File: src/rtl/pdc_pkg.sv
package pdc_pkg;

    typedef enum logic [1:0] {
        PM_RUN  = 2'b00,
        PM_IDLE = 2'b01,
        PM_STOP = 2'b10
    } pmode_e;

    localparam int SIO_SEL_W = 2;
    localparam logic [SIO_SEL_W-1:0] SIO_SRC_CPU = 2'b00;
    localparam logic [SIO_SEL_W-1:0] SIO_SRC_EXT = 2'b01;

    typedef struct packed {
        logic osc;
        logic cpu;
        logic bt;
        logic sio;
        logic tc0;
        logic cmp;
        logic wt;
    } clk_en_t;

    localparam clk_en_t CLK_EN_ALL = '{default: 1'b1};

endpackage

File: src/rtl/pdc_wake_detect.sv
module pdc_wake_detect #(
    parameter int IRQ_W = 8
) (
    input  logic [IRQ_W-1:0] irq_flags,
    input  logic [IRQ_W-1:0] irq_en,
    output logic             wake_any
);
    logic [IRQ_W-1:0] armed;

    // one qualifying gate per request line
    for (genvar g = 0; g < IRQ_W; g++) begin : g_line
        assign armed[g] = irq_flags[g] & irq_en[g];
    end

    assign wake_any = |armed;
endmodule

File: src/rtl/pdc_mode_fsm.sv
module pdc_mode_fsm
    import pdc_pkg::*;
(
    input  logic   clk,
    input  logic   rst_n,
    input  logic   stop_req,
    input  logic   idle_req,
    input  logic   cpu_on_main,
    input  logic   wake_any,
    output pmode_e mode_d,
    output pmode_e mode_q,
    output logic   wake_q
);
    typedef struct packed {
        pmode_e mode;
        logic   wake;
    } fsm_t;

    fsm_t st_d, st_q;

    always_comb begin
        st_d      = st_q;
        st_d.wake = 1'b0;
        unique case (st_q.mode)
            PM_RUN: begin
                if (stop_req && cpu_on_main) begin
                    st_d.mode = PM_STOP;
                end else if (idle_req) begin
                    st_d.mode = PM_IDLE;
                end
            end
            PM_IDLE, PM_STOP: begin
                if (wake_any) begin
                    st_d.mode = PM_RUN;
                    st_d.wake = 1'b1;
                end
            end
            default: st_d.mode = PM_RUN;
        endcase
    end

    always_ff @(posedge clk or negedge rst_n) begin
        if (!rst_n) begin
            st_q <= '{mode: PM_RUN, wake: 1'b0};
        end else begin
            st_q <= st_d;
        end
    end

    assign mode_d = st_d.mode;
    assign mode_q = st_q.mode;
    assign wake_q = st_q.wake;

    // a pending qualified request always leaves a low-power mode
    AST_WAKE_TO_RUN: assert property (@(posedge clk) disable iff (!rst_n)
        (st_q.mode != PM_RUN && wake_any) |=> (st_q.mode == PM_RUN && st_q.wake));
endmodule

File: src/rtl/pdc_gate_rules.sv
module pdc_gate_rules
    import pdc_pkg::*;
(
    input  logic                 clk,
    input  logic                 rst_n,
    input  pmode_e               mode_d,
    input  pmode_e               mode_q,
    input  logic [SIO_SEL_W-1:0] sio_sel,
    input  logic                 tc0_ext,
    output clk_en_t              en_q
);
    clk_en_t en_d;

    always_comb begin
        en_d = CLK_EN_ALL;
        unique case (mode_d)
            PM_IDLE: begin
                en_d.sio = (sio_sel != SIO_SRC_CPU);
            end
            PM_STOP: begin
                en_d.osc = 1'b0;
                en_d.bt  = 1'b0;
                en_d.sio = (sio_sel == SIO_SRC_EXT);
                en_d.tc0 = tc0_ext;
                en_d.cmp = 1'b0;
                en_d.wt  = 1'b0;
            end
            default: ;
        endcase
        // CPU clock comes back only after a full cycle in run
        en_d.cpu = (mode_d == PM_RUN) && (mode_q == PM_RUN);
    end

    always_ff @(posedge clk or negedge rst_n) begin
        if (!rst_n) begin
            en_q <= CLK_EN_ALL;
        end else begin
            en_q <= en_d;
        end
    end

    AST_STOP_SIO_SRC: assert property (@(posedge clk) disable iff (!rst_n)
        (mode_q == PM_STOP && $past(sio_sel) != SIO_SRC_EXT) |-> !en_q.sio);
endmodule

File: src/rtl/pdc_top.sv
module pdc_top
    import pdc_pkg::*;
#(
    parameter int IRQ_W = 8
) (
    input  logic                 clk,
    input  logic                 rst_n,
    input  logic                 stop_req,
    input  logic                 idle_req,
    input  logic                 cpu_on_main,
    input  logic [IRQ_W-1:0]     irq_flags,
    input  logic [IRQ_W-1:0]     irq_en,
    input  logic [SIO_SEL_W-1:0] sio_sel,
    input  logic                 tc0_ext,
    output logic [1:0]           pwr_mode,
    output logic                 main_osc_en,
    output logic                 cpu_clk_en,
    output logic                 bt_clk_en,
    output logic                 sio_clk_en,
    output logic                 tc0_clk_en,
    output logic                 cmp_clk_en,
    output logic                 wt_clk_en,
    output logic                 wake_pulse
);
    logic    wake_any;
    pmode_e  mode_d, mode_q;
    clk_en_t en_q;

    pdc_wake_detect #(.IRQ_W(IRQ_W)) i_wake (
        .irq_flags (irq_flags),
        .irq_en    (irq_en),
        .wake_any  (wake_any)
    );

    pdc_mode_fsm i_fsm (
        .clk         (clk),
        .rst_n       (rst_n),
        .stop_req    (stop_req),
        .idle_req    (idle_req),
        .cpu_on_main (cpu_on_main),
        .wake_any    (wake_any),
        .mode_d      (mode_d),
        .mode_q      (mode_q),
        .wake_q      (wake_pulse)
    );

    pdc_gate_rules i_gate (
        .clk     (clk),
        .rst_n   (rst_n),
        .mode_d  (mode_d),
        .mode_q  (mode_q),
        .sio_sel (sio_sel),
        .tc0_ext (tc0_ext),
        .en_q    (en_q)
    );

    assign pwr_mode    = mode_q;
    assign main_osc_en = en_q.osc;
    assign cpu_clk_en  = en_q.cpu;
    assign bt_clk_en   = en_q.bt;
    assign sio_clk_en  = en_q.sio;
    assign tc0_clk_en  = en_q.tc0;
    assign cmp_clk_en  = en_q.cmp;
    assign wt_clk_en   = en_q.wt;

    AST_CPU_GATED: assert property (@(posedge clk) disable iff (!rst_n)
        (pwr_mode != PM_RUN) |-> !cpu_clk_en);
    AST_OSC_IN_STOP: assert property (@(posedge clk) disable iff (!rst_n)
        (pwr_mode == PM_STOP) |-> !main_osc_en);
    AST_OSC_OUT_STOP: assert property (@(posedge clk) disable iff (!rst_n)
        (pwr_mode != PM_STOP) |-> main_osc_en);
    AST_STOP_PERIPH_OFF: assert property (@(posedge clk) disable iff (!rst_n)
        (pwr_mode == PM_STOP) |-> (!bt_clk_en && !cmp_clk_en && !wt_clk_en));
    AST_STOP_NEEDS_MAIN: assert property (@(posedge clk) disable iff (!rst_n)
        (pwr_mode == PM_RUN && stop_req && !cpu_on_main) |=> (pwr_mode != PM_STOP));
    AST_WAKE_ONE_CYCLE: assert property (@(posedge clk) disable iff (!rst_n)
        wake_pulse |=> !wake_pulse);
    AST_CPU_RETURN: assert property (@(posedge clk) disable iff (!rst_n)
        (wake_pulse && !stop_req && !idle_req) |=> cpu_clk_en);
    AST_LOWPWR_HOLD: assert property (@(posedge clk) disable iff (!rst_n)
        (pwr_mode != PM_RUN && !wake_any) |=> (pwr_mode == $past(pwr_mode)));
endmodule

File: config.mk
export PLATFORM = sky130hd
export DESIGN_NAME = pdc_top
export DESIGN_NICKNAME = d
export VERILOG_FILES = /design/src/rtl/pdc_pkg.sv /design/src/rtl/pdc_wake_detect.sv /design/src/rtl/pdc_mode_fsm.sv /design/src/rtl/pdc_gate_rules.sv /design/src/rtl/pdc_top.sv
export SDC_FILE = /design/constraint.sdc
export NUM_CORES = 1
export LEC_CHECK = 0
export CORE_UTILIZATION = 32
export CTS_BUF_LIST = sky130_fd_sc_hd__clkbuf_8 sky130_fd_sc_hd__clkbuf_16
export CTS_CLUSTER_SIZE = 24
export DETAILED_ROUTE_END_ITERATION = 12
export PLACE_DENSITY_LB_ADDON = 0.25
export SYNTH_ARGS = -nofsm -noshare
export SYNTH_HDL_FRONTEND = slang
export SYNTH_SLANG_ARGS = --single-unit
export TNS_END_PERCENT = 30
File: constraint.sdc
create_clock -name clk -period 1.8 [get_ports clk]
set_input_delay 0.54 -clock clk [delete_from_list [all_inputs] [get_ports clk]]
set_output_delay 0.54 -clock clk [all_outputs]
set_load 0.01 [all_outputs]
# Word level (Yosys, flattened, before mapping)
# Cells that the tools add are included.
[word_totals]
in_bits = 24
register_bits = 9
wordCells = 36
out_inout_bits = 10
[op_classes]
bitwise = 8
mux = 8
eq_ne = 5
reduce_logical = 7
[op_table]
columns = ["cell", "count"]
rows = [
  ["$and 1x1->1", 8],
  ["$reduce_or 8->1", 1],
  ["$eq 2x1->1 const B", 3],
  ["$mux 3", 2],
  ["$eq 2x2->1 const B", 2],
  ["$logic_not 2->1", 2],
  ["$mux 2", 2],
  ["$pmux 2 s2", 1],
  ["$logic_and 1x1->1", 2],
  ["$mux 1", 2],
  ["$pmux 1 s2", 1],
  ["$reduce_bool 2->1", 1],
  ["$reduce_or 2->1", 1],
]

# Longest topological paths before layout
# Gate-level depths: netlist (run 1).
[logic_depth]
word_depth = 6
depth_mapped = 9
mapped_depth_nobuf = 9

# Modules after synthesis
# From an unflattened synthesis (run 1), not the netlist that was laid out.
[hier_totals]
hier_cells = 43
area_unflattened_um2 = 431.7
[modules_own_cells]
columns = ["mod", "n_inst", "area_each_um2", "cells_per_inst", "seq_area_each_um2"]
rows = [
  ["pdc_gate_rules", 1, 214.0, 19, 105.1],
  ["pdc_mode_fsm", 1, 181.4, 19, 75.1],
  ["pdc_wake_detect", 1, 36.3, 5, 0.0],
]

# Worst setup path before layout (run 1)
# No wires, ideal clock.
[synth_timing]
path_kind = "reg2reg"
start = "register i_fsm.st_q (netlist bit i_fsm.mode_q[0])"
end = "register, netlist name i_gate.en_q[3]"
stages_incl_launch_ff = 10
path_buffers = 0
setup_time_ns = 0.079
synth_period_minus_slack_ns = 1.723
t_arrival_ns = 1.644
path_slack_ns = 0.077
required_time_ns = 1.721
path_cell_list = "dfrtp_1 inv_1 ha_1 nor2b_1 nand2_1 o21a_1 ha_1 nor2b_1 o22ai_1 nand2_1"
[synth_lines]
columns = ["item", "line", "text"]
rows = [
  ["start, declared", "pdc_mode_fsm.sv:19", "fsm_t st_d, st_q;"],
  ["start signal, assigned", "pdc_mode_fsm.sv:44", "st_q <= '{mode: PM_RUN, wake: 1'b0};"],
  ["start signal, assigned", "pdc_mode_fsm.sv:46", "st_q <= st_d;"],
]

==> impl_results.md, run 1 <==
* Boundary Pins at 34
* CP Capture Type: register
* Commonest non-fill, non-tap cell in the layout: dlygate4sd2_1
* Die W at 39.6 um
* Fill count at 98
* Die height at 39.6 um
* Starting Density at 34.7%
* First-pass GRT wire length at roughly 1.9 mm
* Top Usage Layer GRT: met2
* Adder-cell share of the synthesized area at around 14%
* Worst EP required at about 2 ns
* Flops & latches, synth at 7
* DRC errors left at 0
* H-tree Lvls at 1
* Slew headroom at 80.9%
* Type of the worst min-delay path: in -> async
* Fin. max-slew vios at 0
* Area growth, synth to finish at 110%
* Mapped Nets at 70
* Via count at 487
* Reg2Reg Setup Slack at approximately 0.090 ns
* Tmin final at around 1.7 ns
* Non-filler cells, final at 100
* Clock Skew at 0.00132 ns
* Die area at 1570 um2
* Post-Syn Area at 452 um2
* Setup TNS at 0 ns
* Clock slew at reported path FFs at 0.04 ns
* GR Util All Layers at 20.2%
* Post-synthesis simple-gate area fraction at 13.9%
* GRT met1 Usage at between 10% and 20%
* Largest net degree at the start of global routing at 8
* Antenna violations before repair at 0
* Number of flops mapped to enable cells by yosys at 0
* Max-cap viol count at 0
* Wirelength per Cell at between 10 and 15 um
* Compound-gate portion of the synthesized area at around 24%
* RSZ-0062 raised after global routing: yes
* Power Density at between 1000 and 1500 nW/um2
* Leak at 0.476 nW
* Sink Count at 7
* Fmax at between 500 and 600 MHz
* Initial DRC Count at 8
* Port bufs at 33
* Post-Route WL at roughly 1.3 mm
* Status: complete, no violations
* Netlist cell types at 17
* Worst R2R Path Depth at 9
* Reg2reg start: i_fsm.mode_q[0]
* Clock buffer depth at 2
* Post-Synth XOR/XNOR Area at 0%
* CTS tree: built
* GP Congestion at 0.845
* Mapped Avg Cell Area at about 11 um2
* Endpoints failing setup at 0
* Ys Warns at 0
* Routing usage on met2 at between 30 and 40%
* Drt pass-1 iters at 4
* Post-synth ARST share at between 90% and 100%
* Worst hold slack at about 0.56 ns
* GRT overflow at 0
* Core Footprint at 1300 um2
* Inserted Clock Buffers at 3
* Reg2reg end: i_gate.en_q[2]
* Final hold violations at 0
* Rows at 13
* Cells after Synth at 41
* Max Fanout on Critical Path at 4
* Crit Path Class: in -> reg
* Dpl cells at 92
* Maximum vdd ir drop at 0.598 mV
* Share of cells above drive strength 1 at 35.3%
* Main combinational cell family by area after synthesis: compound AO/OA/AOI/OAI gates
* Post-detail-place hpwl at 973 um
* ANT nets after route at 0
* Via density at 4.87
* Clk_lat worst skew at 0.22 ns
* CTS root buf: clkbuf_8
* Startpoint Class: input pin
* Worst-Margin Slew at around 0.29 ns
* M3 GR Usage at 3.41%
* Fin nets at approximately 120
* Hold Buf Count CTS at 0
* Most frequent cells in the layout: 16 x dlygate4sd2_1, 10 x buf_4, 8 x clkdlybuf4s50_1
* CP arrival at around 1.9 ns
* Ys flop type: dfstp_2
* Fin crit share at 96.5%
* Number of antenna cells inserted at 0
* Sequential area share after synthesis at about two fifths
* Mux share of post-synthesis cell area at 0%
* Vias in the first global route at 467
-- logic make-up (layout without fill, tap and decap cells) --
group | after synthesis | count (layout)
AO/OA/AOI/OAI | 11 | 11
adder cells (fa/ha/maj) | 5 | 5
buffers and inverters | 7 | 51
flip-flops | 7 | 7
AND/OR/NAND/NOR | 11 | 11
-- through the flow --
stage	setup WS, ns	cell area, um2	power [mW]	utilization, %
floorplan	0.0772	452	0.546	-
global placement	-0.304	823	0.842	63.3
detailed placement	-0.347	823	0.868	63.3
CTS	-0.0369	878	1.06	67.5
global route	-0.00383	950	1.24	73.0
finish	0.0631	950	1.15	73.0
-- synth_stat cells, drive strengths merged, types with 2 or more instances --
cell   number  area, um2
ha          5       62.6
buf         3       22.5
dfstp       4        105
a22oi       4       58.8
and2        2       12.5
inv         4       15.0
nand2       5       18.8
o21a        2       15.0
nor2b       2       12.5
o22ai       2       12.5
dfrtp       3       75.1
-- critical path: stages --
cell           delay, ns
dlygate4sd2_1       0.24
a22oi_2             0.22
nand4_4             0.14
o21a_1              0.23
ha_2                0.19
buf_4               0.13
buf_4               0.12
nand2b_1            0.08
-- power breakdown --
group	switching [mW]	internal, mW
sequential	0.0259	0.242
clock	0.0654	0.147
combinational	0.290	0.382
total	0.381	0.771
-- area by class of cell --
class	instances	area (um2)	area share [%]
sequential	7	180	19.0
tap	15	18.8	1.98
multi-input combinational	27	288	30.3
clock buffer	3	41.3	4.35
inverter	4	15.0	1.58
timing repair buffer	43	403	42.4
clock inverter	1	3.75	0.395
-- state kept, by name (all words and copies together) (netlist names) --
| name | cells |
|---|---|
| i_gate.en_q | 4 |
| i_fsm.mode_q | 2 |
| i_fsm.wake_q | 1 |
-- what timing repair did --
item | in CTS | in global routing
pin swaps | 8 | 8
setup endpoints to repair | 9 | 6
resized for setup | 21 | 17
setup buffers | 2 | 2
endpoints found under the hold margin | 0 | 0
gates cloned | 0 | 0
-- per-layer routing --
metal  up-vias  wire length [um]
met2        24               772
met4         0                19
met3         2                60
met1       231               409
met5         -                 0
li1        230                 -
-- how the worst max path moves through the flow --
stage | start | endpoint | slack, ns | depth (start not counted)
after floorplan | i_fsm.mode_q[0] | i_gate.en_q[3] | 0.08 | 9
after global placement | irq_flags[6] | i_gate.en_q[3] | -0.30 | 8
after detailed placement | irq_flags[3] | i_gate.en_q[3] | -0.35 | 8
after CTS | irq_en[7] | i_gate.en_q[3] | -0.04 | 8
after global routing | irq_en[4] | i_gate.en_q[3] | -0.004 | 8
final | irq_en[4] | i_gate.en_q[2] | 0.06 | 8
No activity file was read; power rests on OpenSTA's default activity.
==> inputs of run 2 (changes only) <==
--- a/config.mk
+++ b/config.mk
@@ -5,8 +5,9 @@
 export SDC_FILE = /design/constraint.sdc
 export NUM_CORES = 1
 export LEC_CHECK = 0
-export CORE_UTILIZATION = 32
+export CORE_UTILIZATION = 34
 export CTS_BUF_LIST = sky130_fd_sc_hd__clkbuf_8 sky130_fd_sc_hd__clkbuf_16
+export CTS_CLUSTER_DIAMETER = 120
 export CTS_CLUSTER_SIZE = 24
 export DETAILED_ROUTE_END_ITERATION = 12
 export PLACE_DENSITY_LB_ADDON = 0.25
==> constraint.sdc (replaced) <==
create_clock -name clk -period 2 [get_ports clk]
set_input_delay 0.6 -clock clk [delete_from_list [all_inputs] [get_ports clk]]
set_output_delay 0.6 -clock clk [all_outputs]
set_load 0.01 [all_outputs]
==> impl_results.md, run 2 (synthesis results as in run 1) <==
* Status: complete, no violations
* Drt pass-1 iters at 4
* Slew headroom at 79.7%
* Clock Skew at between 0.0015 and 0.002 ns
* Max reg flops at 4
* H-tree Lvls at 1
* Reg2reg start: i_fsm.mode_q[1]
* Hold Buf Count CTS at 0
* Final hold violations at 0
* First-pass GRT wire length at between 1.5 and 2 mm
* Post-Route WL at approximately 1.2 mm
* Fin nets at 109
* Wirelength per Cell at 13.1 um
* Crit Path Class: in -> reg
* Max-cap viol count at 0
* Worst-Margin Slew at slightly above 0.3 ns
* Share of cells above drive strength 1 at 25.3%
* Inserted Clock Buffers at 3
* Via density at roughly 4.7
* GP Congestion at 0.770
* Most flops, register: i_gate.en_q
* CP arrival at between 2 and 2.5 ns
* Die W at 38.5 um
* Largest net degree at the start of global routing at 8
* Starting Density at around two fifths
* Max Fanout on Critical Path at 4
* Number of antenna cells inserted at 0
* Clock buffer depth at 2
* Top Usage Layer GRT: met2
* M3 GR Usage at 5.81%
* ANT nets after route at 0
* CTS root buf: clkbuf_8
* Power Density at around 1000 nW/um2
* Type of the worst min-delay path: in -> async
* Antenna violations before repair at 0
* Core Footprint at 1170 um2
* Area growth, synth to finish at 101%
* Most frequent cells in the layout: 22 x clkdlybuf4s50_1, 11 x dlymetal6s2s_1, 5 x inv_1, 5 x nand2_1
* Fin crit share at 98.5%
* Commonest non-fill, non-tap cell in the layout: clkdlybuf4s50_1
* CTS tree: built
* Routing usage on met2 at 27.5%
* Final core occ at 77.4%
* Fmax at about 500 MHz
* DRC errors left at 0
* Die area at approximately 1500 um2
* Tmin final at just under 2 ns
* Fin. max-slew vios at 0
* Via count at 441
* GR Util All Layers at 16.4%
* Sink Count at 7
* Port bufs at 33
* Leak at approximately 0.47 nW
* Worst EP required at 2.15 ns
* Startpoint Class: input pin
* Initial DRC Count at 2
* GRT met1 Usage at 17.2%
* Clk_lat worst skew at ~0.23 ns
* Die height at about 38 um
* Endpoints failing setup at 0
* CP Capture Type: register
* Boundary Pins at 34
* Vias in the first global route at 399
* Maximum vdd ir drop at ~0.66 mV
* Clock slew at reported path FFs at 0.04 ns
* Worst setup path startpoint: irq_flags[7]
* Rows at 12
* Worst hold slack at ~0.63 ns
* GRT overflow at 0
==> run 2: cell count changes in the layout (fill, tap and decap cells not counted), moves of 2 or more <==
cell and change:
clkdlybuf4s15_1 -2, clkdlybuf4s50_1 +14, dlymetal6s2s_1 +4, ha_1 +2, buf_4 -6, nor2b_4 -2, dlygate4sd2_1 -16
==> run 2: final timing paths <==
path                                        end  cells past startpoint  slack (ns)
worst min register to register  i_fsm.mode_q[0]                      2        0.65
max in group asynchronous        i_gate.en_q[3]                      1        1.09
worst max-delay path             i_gate.en_q[3]                      8        0.03
worst max register to register   i_gate.en_q[3]                      9        0.20
min in group clk                i_fsm.mode_q[0]                      2        0.65
worst min-delay path               i_fsm.wake_q                      1        0.63
==> run 2: timing repair <==
action	4_1_cts	5_1_grt
buffers inserted	0	1
endpoints found under the setup margin	0	2
gates resized for setup	0	16
==> run 2: cell type report <==
cell class	instances	area (um2)
clock inverter	1	3.75
tap	14	17.5
sequential	7	180
inverter	4	15.0
timing repair buffer	37	388
multi-input combinational	27	260
clock buffer	3	41.3
fill	78	265
==> run 2: critical path: stages <==
cell and delay (ns):
clkdlybuf4s50_1 0.45, a22oi_4 0.21, nand4_4 0.15, o21a_1 0.22, ha_2 0.19, nor2b_2 0.15, o22ai_2 0.10, nand2_1 0.06
==> run 2: power breakdown <==
part | internal, mW | switching [mW]
combinational | 0.298 | 0.207
clock | 0.132 | 0.0584
sequential | 0.218 | 0.0322
total | 0.648 | 0.298
==> run 2: stage by stage <==
stage | instance area (um2) | cells | power, mW | TNS [ns] | setup WS [ns]
CTS | 845 | 92 | 0.927 | 0 | 0.0156
floorplan | 452 | 41 | 0.491 | 0 | 0.277
global route | 906 | 93 | 1.01 | -0.0322 | -0.0322
finish | 906 | 93 | 0.946 | 0 | 0.0303
global placement | 800 | 88 | 0.724 | -0.418 | -0.176
detailed placement | 800 | 88 | 0.731 | -0.561 | -0.216
==> run 2: metal layers <==
metal / vias up / wire (um)
met5: - / 0
met4: 0 / 20
met3: 2 / 99
met2: 23 / 597
met1: 199 / 502
li1: 217 / -
==> inputs of run 3 (changes only) <==
--- a/config.mk
+++ b/config.mk
@@ -5,6 +5,7 @@
 export SDC_FILE = /design/constraint.sdc
 export NUM_CORES = 1
 export LEC_CHECK = 0
+export ABC_AREA = 1
 export CORE_UTILIZATION = 34
 export CTS_BUF_LIST = sky130_fd_sc_hd__clkbuf_8 sky130_fd_sc_hd__clkbuf_16
 export CTS_CLUSTER_DIAMETER = 120
==> impl_results.md, run 3 <==
* Crit Path Class: reg -> out
* Most frequent cells after synthesis: 22 x nand2_1, 7 x inv_1, 5 x ha_1
* Area leader, netlist: dfstp_2
* Initial DRC Count at 7
* Mux share of post-synthesis cell area at 0%
* Post-Route WL at 888 um
* Clk_lat worst skew at 0.23 ns
* Top-count cell post-synth: nand2_1
* Post-Syn Area at approximately 440 um2
* Top delay family on crit path: flip-flops
* Area growth, synth to finish at 90.7%
* Fin crit share at 94.6%
* Post-synthesis simple-gate area fraction at 26.0%
* GRT overflow at 0
* Top cell type's share of synthesized area at 23.7%
* Boundary Pins at 34
* Dpl cells at 101
* GP Congestion at about 0.76
* Rows at 12
* CTS root buf: clkbuf_8
* Most flops, register: i_gate.en_q
* DRC errors left at 0
* Starting Density at 38.3%
* Type of the worst min-delay path: in -> async
* Endpoints failing setup at 0
* Slew headroom at about four fifths
* Sequential area share after synthesis at between 40% and 50%
* Largest net degree at the start of global routing at 8
* Top cells by area in the synthesized netlist: dfstp_2 24%, nand2_1 19%, dfrtp_1 17%, ha_1 14%, inv_1 5.9%
* Commonest non-fill, non-tap cell in the layout: clkdlybuf4s50_1
* Max reg flops at 4
* Die W at 38.1 um
* Clock buffer depth at 2
* Antenna violations before repair at 0
* Die area at 1450 um2
* Main combinational cell family by area after synthesis: simple AND/OR/NAND/NOR gates
* Adder-cell share of the synthesized area at 14.1%
* Post-Synth XOR/XNOR Area at 0%
* Share of cells above drive strength 1 at 15.4%
* GR Util All Layers at 16.3%
* Inserted Clock Buffers at 3
* Compound-gate portion of the synthesized area at 8.19%
* Setup WS pre-CTS at -0.150 ns
* Worst hold slack at 0.624 ns
* Clock Skew at 0.000713 ns
* RSZ-0062 raised after global routing: no
* Maximum vdd ir drop at 0.685 mV
* Via density at 4.36
* Final hold violations at 0
* Crit path buf inv count at 1
* Cells along the critical path: clkdlybuf4s50_1
* Worst-Margin Slew at 0.296 ns
* Die height at between 30 and 40 um
* Setup ws final at about 0.11 ns
* Mapped Nets at 85
* Post-synth ARST share at 100%
* Crit-path max cell delay at about 0.53 ns
* Fill count at 88
* Ys Warns at 0
* Max Fanout on Critical Path at 4
* Non-filler cells, final at 105
* CP Capture Type: primary output
* Status: complete, no violations
* Tmin final at 1.89 ns
* Number of flops mapped to enable cells by yosys at 0
* Drt pass-1 iters at 4
* Clock slew at reported path FFs at 0.04 ns
* Most frequent cells in the layout: 33 x clkdlybuf4s50_1, 22 x nand2_1, 8 x inv_1
* First-pass GRT wire length at 1.48 mm
* Post-CTS Setup Inserts at 0
* Port bufs at 33
* H-tree Lvls at 1
* Number of antenna cells inserted at 0
* Flops & latches, synth at 7
* Post-detail-place hpwl at between 700 and 800 um
* Vias in the first global route at 396
* Max-cap viol count at 0
* Worst EP required at 1.40 ns
* Hold Buf Count CTS at 0
* CP max stage cell: dfstp_2
* Cells after Synth at 56
* Via count at 458
* Fin nets at 121
* Netlist cell types at 15
* Startpoint Class: register
* Power Density at 1060 nW/um2
* Sink Count at 7
* Number of gates resized after cts at 0
* Ys flop type: dfstp_2
* Core Footprint at 1160 um2
* Fmax at 528 MHz
* CTS tree: built
* CP arrival at between 1 and 1.5 ns
* Fin. max-slew vios at 0
* Leak at ~0.40 nW
* Pwr Total at 0.896 mW
* Mapped Avg Cell Area at about 7.9 um2
* Wirelength per Cell at around 8.5 um
* ANT nets after route at 0
[run 3: cell count changes after synthesis, sizes merged, moves of 3 or more]
| cell | previous run | this run |
|---|---|---|
| nor2 | 0 | 3 |
| a22oi | 4 | 0 |
| nand2 | 5 | 22 |
| inv | 4 | 7 |
[run 3: kinds of logic (layout without fill, tap and decap cells)]
group           after synthesis  after routing
simple gates                 28             28
buf+inv                      10             45
flops                         7              7
compound gates                6              6
fa+ha+maj                     5              5
[run 3: final cells by class]
class,instances,area (um2),area share (%)
Sequential cell,7,180,21.3
Multi-Input combinational cell,39,238,28.1
Clock inverter,1,3.75,0.444
Tap cell,14,17.5,2.07
Timing Repair Buffer,34,338,40.0
Inverter,7,26.3,3.11
Clock buffer,3,41.3,4.89
[run 3: final timing paths]
path | endpoint | from | depth (start not counted) | slack [ns]
worst max register to register | i_gate.en_q[2] | i_fsm.mode_q[1] | 9 | 0.28
worst min-delay path | i_fsm.mode_q[1] | rst_n | 1 | 0.62
worst min register to register | i_fsm.mode_q[1] | i_fsm.mode_q[1] | 4 | 0.73
max in group asynchronous | i_gate.en_q[2] | rst_n | 1 | 1.10
min in group clk | i_fsm.mode_q[1] | i_fsm.mode_q[1] | 4 | 0.73
worst max-delay path | bt_clk_en | i_gate.en_q[1] | 1 | 0.11
[run 3: power breakdown]
| group | total (mW) | switching [mW] | leakage [nW] | internal [mW] |
|---|---|---|---|---|
| logic | 0.448 | 0.194 | 0.288 | 0.254 |
| clock network | 0.192 | 0.0595 | 0.0269 | 0.132 |
| registers | 0.255 | 0.0355 | 0.0806 | 0.220 |
[run 3: through the flow]
| step | utilization (%) | TNS (ns) | cell area [um2] |
|---|---|---|---|
| after floorplan | - | 0 | 443 |
| after global placement | 67.1 | -0.163 | 776 |
| after detailed placement | 67.1 | -0.239 | 776 |
| after CTS | 71.0 | 0 | 821 |
| after global routing | 73.1 | 0 | 845 |
| final | 73.1 | 0 | 845 |
[run 3: layer usage]
layer / wire [um] / GRT usage [%] / vias up
met5: 0 / 0 / -
met4: 32 / 16.1 / 0
met3: 103 / 8.72 / 5
met2: 390 / 24.2 / 25
met1: 361 / 15.4 / 185
li1: - / - / 243
